--- src/rtl/shiftrot_pkg.sv ---
package shiftrot_pkg;

   // Mode field encoding at the block's edge.
   typedef enum logic [2:0] {
      SR_ROT  = 3'd0,
      SR_ZERO = 3'd1,
      SR_ONE  = 3'd2,
      SR_RCC  = 3'd3,
      SR_SIGN = 3'd4
   } sr_mode_e;

   // What a barrel stage writes into its vacated low positions.
   typedef enum logic [1:0] {
      FILL_WRAP       = 2'd0,   // bits from the top of the word
      FILL_WRAP_CARRY = 2'd1,   // carry, then top bits (9-bit ring)
      FILL_CONST      = 2'd2    // a single constant bit
   } sr_fill_e;

endpackage

--- src/rtl/shiftrot_orient.sv ---
// Optional bit reversal, so that one left-moving barrel serves both directions.
module shiftrot_orient #(
   parameter int W = 8
) (
   input  logic         flip,
   input  logic [W-1:0] d,
   output logic [W-1:0] q
);
   logic [W-1:0] rev;

   for (genvar i = 0; i < W; i++) begin : g_rev
      assign rev[i] = d[W-1-i];
   end

   assign q = flip ? rev : d;
endmodule

--- src/rtl/shiftrot_fill_ctrl.sv ---
// Maps mode and direction to the fill behaviour used by every barrel stage.
module shiftrot_fill_ctrl import shiftrot_pkg::*; (
   input  logic [2:0] mode,
   input  logic       dir_right,
   input  logic       sign_bit,
   output sr_fill_e   fill_kind,
   output logic       fill_bit
);
   always_comb begin
      fill_kind = FILL_CONST;
      fill_bit  = 1'b0;
      case (mode)
         SR_ROT:  fill_kind = FILL_WRAP;
         SR_RCC:  fill_kind = FILL_WRAP_CARRY;
         SR_ONE:  fill_bit  = 1'b1;
         SR_SIGN: fill_bit  = dir_right & sign_bit;
         default: fill_bit  = 1'b0;
      endcase
   end
endmodule

--- src/rtl/shiftrot_stage.sv ---
// One barrel stage: a conditional left move by the fixed distance SHIFT.
// The carry slot sits above bit W-1, so a 9-bit ring needs no extra stage.
module shiftrot_stage import shiftrot_pkg::*; #(
   parameter int W     = 8,
   parameter int SHIFT = 1
) (
   input  logic         en,
   input  sr_fill_e     fill_kind,
   input  logic         fill_bit,
   input  logic [W-1:0] d_in,
   input  logic         c_in,
   output logic [W-1:0] d_out,
   output logic         c_out
);
   logic [W-1:0] moved;

   if (SHIFT < 1 || SHIFT >= W) begin : g_bad_shift
      $error("shiftrot_stage: SHIFT must lie in 1..W-1");
   end

   for (genvar i = 0; i < W; i++) begin : g_bit
      if (i >= SHIFT) begin : g_body
         assign moved[i] = d_in[i-SHIFT];
      end else begin : g_vac
         logic ring9;
         if (i == SHIFT - 1) begin : g_carry_in
            assign ring9 = c_in;
         end else begin : g_top_in
            assign ring9 = d_in[i-SHIFT+W+1];
         end
         assign moved[i] = (fill_kind == FILL_WRAP)       ? d_in[i-SHIFT+W] :
                           (fill_kind == FILL_WRAP_CARRY) ? ring9 :
                                                            fill_bit;
      end
   end

   assign d_out = en ? moved : d_in;
   assign c_out = en ? d_in[W-SHIFT] : c_in;
endmodule

--- src/rtl/shiftrot_barrel.sv ---
// Logarithmic chain of stages, stage k moving by 2**k when amt[k] is set.
module shiftrot_barrel import shiftrot_pkg::*; #(
   parameter  int W     = 8,
   localparam int AMT_W = $clog2(W)
) (
   input  logic [AMT_W-1:0] amt,
   input  sr_fill_e         fill_kind,
   input  logic             fill_bit,
   input  logic [W-1:0]     d_in,
   input  logic             c_in,
   output logic [W-1:0]     d_out,
   output logic             c_out
);
   logic [W-1:0] d_chain [0:AMT_W];
   logic         c_chain [0:AMT_W];

   assign d_chain[0] = d_in;
   assign c_chain[0] = c_in;

   for (genvar k = 0; k < AMT_W; k++) begin : g_stage
      shiftrot_stage #(
         .W     (W),
         .SHIFT (1 << k)
      ) u_stage (
         .en        (amt[k]),
         .fill_kind (fill_kind),
         .fill_bit  (fill_bit),
         .d_in      (d_chain[k]),
         .c_in      (c_chain[k]),
         .d_out     (d_chain[k+1]),
         .c_out     (c_chain[k+1])
      );
   end

   assign d_out = d_chain[AMT_W];
   assign c_out = c_chain[AMT_W];
endmodule

--- src/rtl/shiftrot_unit.sv ---
module shiftrot_unit import shiftrot_pkg::*; #(
   parameter  int DATA_W = 8,
   localparam int AMT_W  = $clog2(DATA_W)
) (
   input  logic              clk,
   input  logic              rst_n,
   input  logic [DATA_W-1:0] data_i,
   input  logic [AMT_W-1:0]  amt_i,
   input  logic              dir_i,
   input  logic [2:0]        mode_i,
   input  logic              carry_i,
   output logic [DATA_W-1:0] result_o,
   output logic              carry_o
);
   if (DATA_W < 2 || (1 << AMT_W) != DATA_W) begin : g_bad_width
      $error("shiftrot_unit: DATA_W must be a power of two of at least 2");
   end

   sr_fill_e          fill_kind;
   logic              fill_bit;
   logic [DATA_W-1:0] oriented;
   logic [DATA_W-1:0] moved;
   logic [DATA_W-1:0] restored;
   logic              carry_nx;

   shiftrot_fill_ctrl u_fill (
      .mode      (mode_i),
      .dir_right (dir_i),
      .sign_bit  (data_i[DATA_W-1]),
      .fill_kind (fill_kind),
      .fill_bit  (fill_bit)
   );

   shiftrot_orient #(.W(DATA_W)) u_orient_in (
      .flip (dir_i),
      .d    (data_i),
      .q    (oriented)
   );

   shiftrot_barrel #(.W(DATA_W)) u_barrel (
      .amt       (amt_i),
      .fill_kind (fill_kind),
      .fill_bit  (fill_bit),
      .d_in      (oriented),
      .c_in      (carry_i),
      .d_out     (moved),
      .c_out     (carry_nx)
   );

   shiftrot_orient #(.W(DATA_W)) u_orient_out (
      .flip (dir_i),
      .d    (moved),
      .q    (restored)
   );

   always_ff @(posedge clk or negedge rst_n) begin
      if (!rst_n) begin
         result_o <= '0;
         carry_o  <= 1'b0;
      end else begin
         result_o <= restored;
         carry_o  <= carry_nx;
      end
   end


   amt_zero_pass_chk: assert property (@(posedge clk) disable iff (!rst_n)
      (amt_i == '0) |=> (result_o == $past(data_i) && carry_o == $past(carry_i)));


   rot_popcount_chk: assert property (@(posedge clk) disable iff (!rst_n)
      (mode_i == SR_ROT) |=> ($countones(result_o) == $countones($past(data_i))));


   rcc_popcount_chk: assert property (@(posedge clk) disable iff (!rst_n)
      (mode_i == SR_RCC) |=>
         ($countones({carry_o, result_o}) == $countones($past({carry_i, data_i}))));


   zero_fill_chk: assert property (@(posedge clk) disable iff (!rst_n)
      (mode_i == SR_ZERO && amt_i != '0) |=>
         ($countones(result_o) <= $countones($past(data_i))));


   one_fill_chk: assert property (@(posedge clk) disable iff (!rst_n)
      (mode_i == SR_ONE && amt_i != '0) |=>
         ($countones(result_o) >= $countones($past(data_i))));


   sign_keep_chk: assert property (@(posedge clk) disable iff (!rst_n)
      (mode_i == SR_SIGN && dir_i) |=> (result_o[DATA_W-1] == $past(data_i[DATA_W-1])));
endmodule

--- config.mk ---
export PLATFORM = sky130hd
export DESIGN_NAME = shiftrot_unit
export DESIGN_NICKNAME = d
export VERILOG_FILES = /design/src/rtl/shiftrot_pkg.sv /design/src/rtl/shiftrot_orient.sv /design/src/rtl/shiftrot_fill_ctrl.sv /design/src/rtl/shiftrot_stage.sv /design/src/rtl/shiftrot_barrel.sv /design/src/rtl/shiftrot_unit.sv
export SDC_FILE = /design/constraint.sdc
export NUM_CORES = 1
export LEC_CHECK = 0
export BUFFER_PORTS_ARGS = -buffer_cell sky130_fd_sc_hd__buf_4
export CAP_MARGIN = 20
export CORE_MARGIN = 4
export CORE_UTILIZATION = 57
export CTS_CLUSTER_SIZE = 40
export DETAILED_ROUTE_END_ITERATION = 12
export GPL_TIMING_DRIVEN = 0
export PLACE_DENSITY = 0.85
export SYNTH_ARGS = -nofsm -noshare
export SYNTH_HDL_FRONTEND = slang
export SYNTH_HIERARCHICAL = 1
export SYNTH_SLANG_ARGS = --single-unit
--- constraint.sdc ---
create_clock -name clk -period 0.9 [get_ports clk]
set_input_delay 0.09 -clock clk [delete_from_list [all_inputs] [get_ports clk]]
set_output_delay 0.09 -clock clk [all_outputs]
set_load 0.01 [all_outputs]
==> flow_summary.ini <==
[outcome]
outcome = finished, violations left
violations = negative setup slack

[synthesis]
synth_top_cell_by_area = mux2_4
synth_area_um2 = 1071
synth-xor-area-share_pct = 0.8178
synthMuxAreaShare_pct = 52.80
synth_most_common_cell = mux2_4
synth-compound-area-share_pct = 8.645
yosys.area_share.simple_pct = 10.40
synth_common_cells = mux2_4, mux2_2, dfrtp_1
synth-edff-count = 0
postSynthCellCount = 85
synth_ff_type = dfrtp_1
yosysSeqAreaShare_pct = 21.03
synth_warnings = 6
ys_ff_latch = 9
avgSynthCellArea_um2 = 12.60
syn-num-nets = 103
synthAdderAreaFrac_pct = 0
synthArstFlopShare_pct = 100.0
ys_types = 20
synth_area_leaders = mux2_4, dfrtp_1, mux2_2
synth_top_area_share_pct = 33.64
synth_top_family_by_area = multiplexers

[pwr]
power_density_nw_per_um2 = 1186
p_sw_share_pct = 30.24
pwr-share-clk_pct = 18.8
cellLeakagePower_nw = 0.6778
combPwrFrac_pct = 52.0
p_int_mw = 1.170
power_frac_seq_pct = 29.2
power_switching_mw = 0.5072
peakVddDrop_mv = 1.054

[layout]
multiInputGateArea_um2 = 819.5
fill_cells = 107
insertedDiodeCount = 0
regArea_um2 = 225.2
nNetsFinal = 138
syn_to_final_growth_pct = 32.01
drive_gt1_share_pct = 73.95

[timing]
fin_crit_ns = 1.658
finalMaxSlewViolations = 0
fmax_ghz = 0.6030
final-setup-viol-count = 9
hold_viol_final = 0
rsz0062_at_grt = true
final.period_utilization_pct = 184.3
relSlewSlack_pct = 83.98
fin_ws_ns = -0.7583
max_slew.worst_pin.slew_ns = 0.2403
setup_tns_ns = -6.210

[floorplan]
io-pin-count = 27
core_um2 = 1745
dieWidth_um = 51.35
num_rows = 15
die_area_um2 = 2636
start_util_pct = 61.36
die_h_um = 51.35

[global_route]
track_usage_pct = 18.04
first_global_vias = 790
grt_max_degree = 11
grt_overflow_total = 0
grt_pass1_wl_um = 3491
grt_antenna_before_repair = 0

[clocking]
htreeDepth = 1
cts_root_buf = clkbuf_4
cts_buffer_depth = 2
path_clk_slew_ns = 0.06
cts_tree = done
cts_buffers = 3
clock-sinks = 9

[route]
wl_um = 2135
drtAntennaViolNets = 0
drt-initial-drc-count = 9
drt-wirelength-per-cell_um = 14.83
drc = 0
firstDrtPassIters = 4
vias_per_cell = 5.368
via_count = 773

[placed_design]
io_buffers = 26
post-place-ws_ns = -1.084
gp_congestion = 0.7784

[setup_path]
criticalPathCategory = in2reg
endpoint_kind = register
crit_path_max_fanout = 8
crit_path_end = result_o[2]$_DFF_PN0_
crit_required_ns = 1.05
crit_path_start = dir_i
cp-start-kind = input port
arrival_ns = 1.81

[flow_run]
maxCapViolations = 0

[min_path]
min_path_type = in2async
power groups by stage:
stage                     logic (mW)  registers [mW]  clock network, mW
after global placement         0.796           0.495                  0
after floorplan                0.523           0.535                  0
after global routing           0.929           0.498              0.343
after CTS                      0.862           0.490              0.321
final                          0.873           0.490              0.315
after detailed placement       0.821           0.497                  0
placed cells by master (no fill, tap or decap), drive strengths merged:
cell type and n:
xnor2 1, a211oi 6, nor2b 1, clkbuf 4
inv 1, buf 35, dlygate4sd3 1, and2b 1
o211ai 1, nor2 7, dfrtp 9, mux2i 7
nand3 1, and3b 2, or2b 1, nand2b 3
a21oi 1, nand4b 1, mux2 36
how the worst min path moves through the flow:
stage | startpoint | to | slack, ns | cells after the start
2_1_floorplan | rst_n | carry_o$_DFF_PN0_ | -0.21 | 0
3_3_place_gp | rst_n | result_o[5]$_DFF_PN0_ | -0.09 | 1
3_5_place_dp | rst_n | result_o[1]$_DFF_PN0_ | -0.08 | 1
4_1_cts | rst_n | result_o[1]$_DFF_PN0_ | 0.17 | 2
5_1_grt | rst_n | result_o[3]$_DFF_PN0_ | 0.18 | 2
6_report | rst_n | result_o[3]$_DFF_PN0_ | 0.18 | 2
registers in the layout, summed over array words and instances, names as in the netlist:
name	count
result_o	8
carry_o	1
metrics by stage:
stage | hold WS [ns] | util, % | cell area, um2 | instances | power, mW
6_report | 0.1801 | 81.00 | 1414 | 144 | 1.677
4_1_cts | 0.1724 | 80.36 | 1403 | 144 | 1.674
3_3_place_gp | -0.08746 | 75.41 | 1316 | 136 | 1.291
3_5_place_dp | -0.08317 | 75.41 | 1316 | 136 | 1.318
2_1_floorplan | -0.2056 | - | 1090 | 85 | 1.058
5_1_grt | 0.1807 | 81.00 | 1414 | 144 | 1.769
layout make-up:
cell class / count / share of cell area (%)
plain buffers: 6 / 5.133
clock buffers: 4 / 1.858
inverters: 1 / 0.2655
multi-input cells: 69 / 57.96
flip-flops and latches: 9 / 15.93
well taps: 25 / 2.212
repair buffers: 30 / 16.64
timing repair:
item / CTS / global route
cloned: 0 / 0
resized for setup: 7 / 3
buffers inserted: 3 / 0
endpoints found under the setup margin: 9 / 9
pin swaps: 4 / 4
hold buffers: 1 / 0
endpoints found under the hold margin: 9 / 0
cells by family (layout without fill, tap and decap cells):
group	after synthesis	after routing
mux	43	43
xor+xnor	1	1
buf+inv	7	41
flops	9	9
simple gates	17	17
compound gates	8	8
critical path, cell delays in order:
cell and delay [ns]:
buf_8 0.10, buf_12 0.13, mux2_4 0.31, mux2_4 0.30
mux2_4 0.30, mux2i_2 0.20, a211oi_2 0.11, mux2_4 0.27
metal layers:
metal | vias to the layer above | global-route usage [%] | part of all wire [%]
met5 | - | 0 | 0
met4 | 0 | 9.170 | 2.2
met3 | 4 | 4.082 | 5.1
met2 | 19 | 30.69 | 48
met1 | 372 | 21.03 | 44
li1 | 378 | - | -
(Power assumes the default switching activity.)
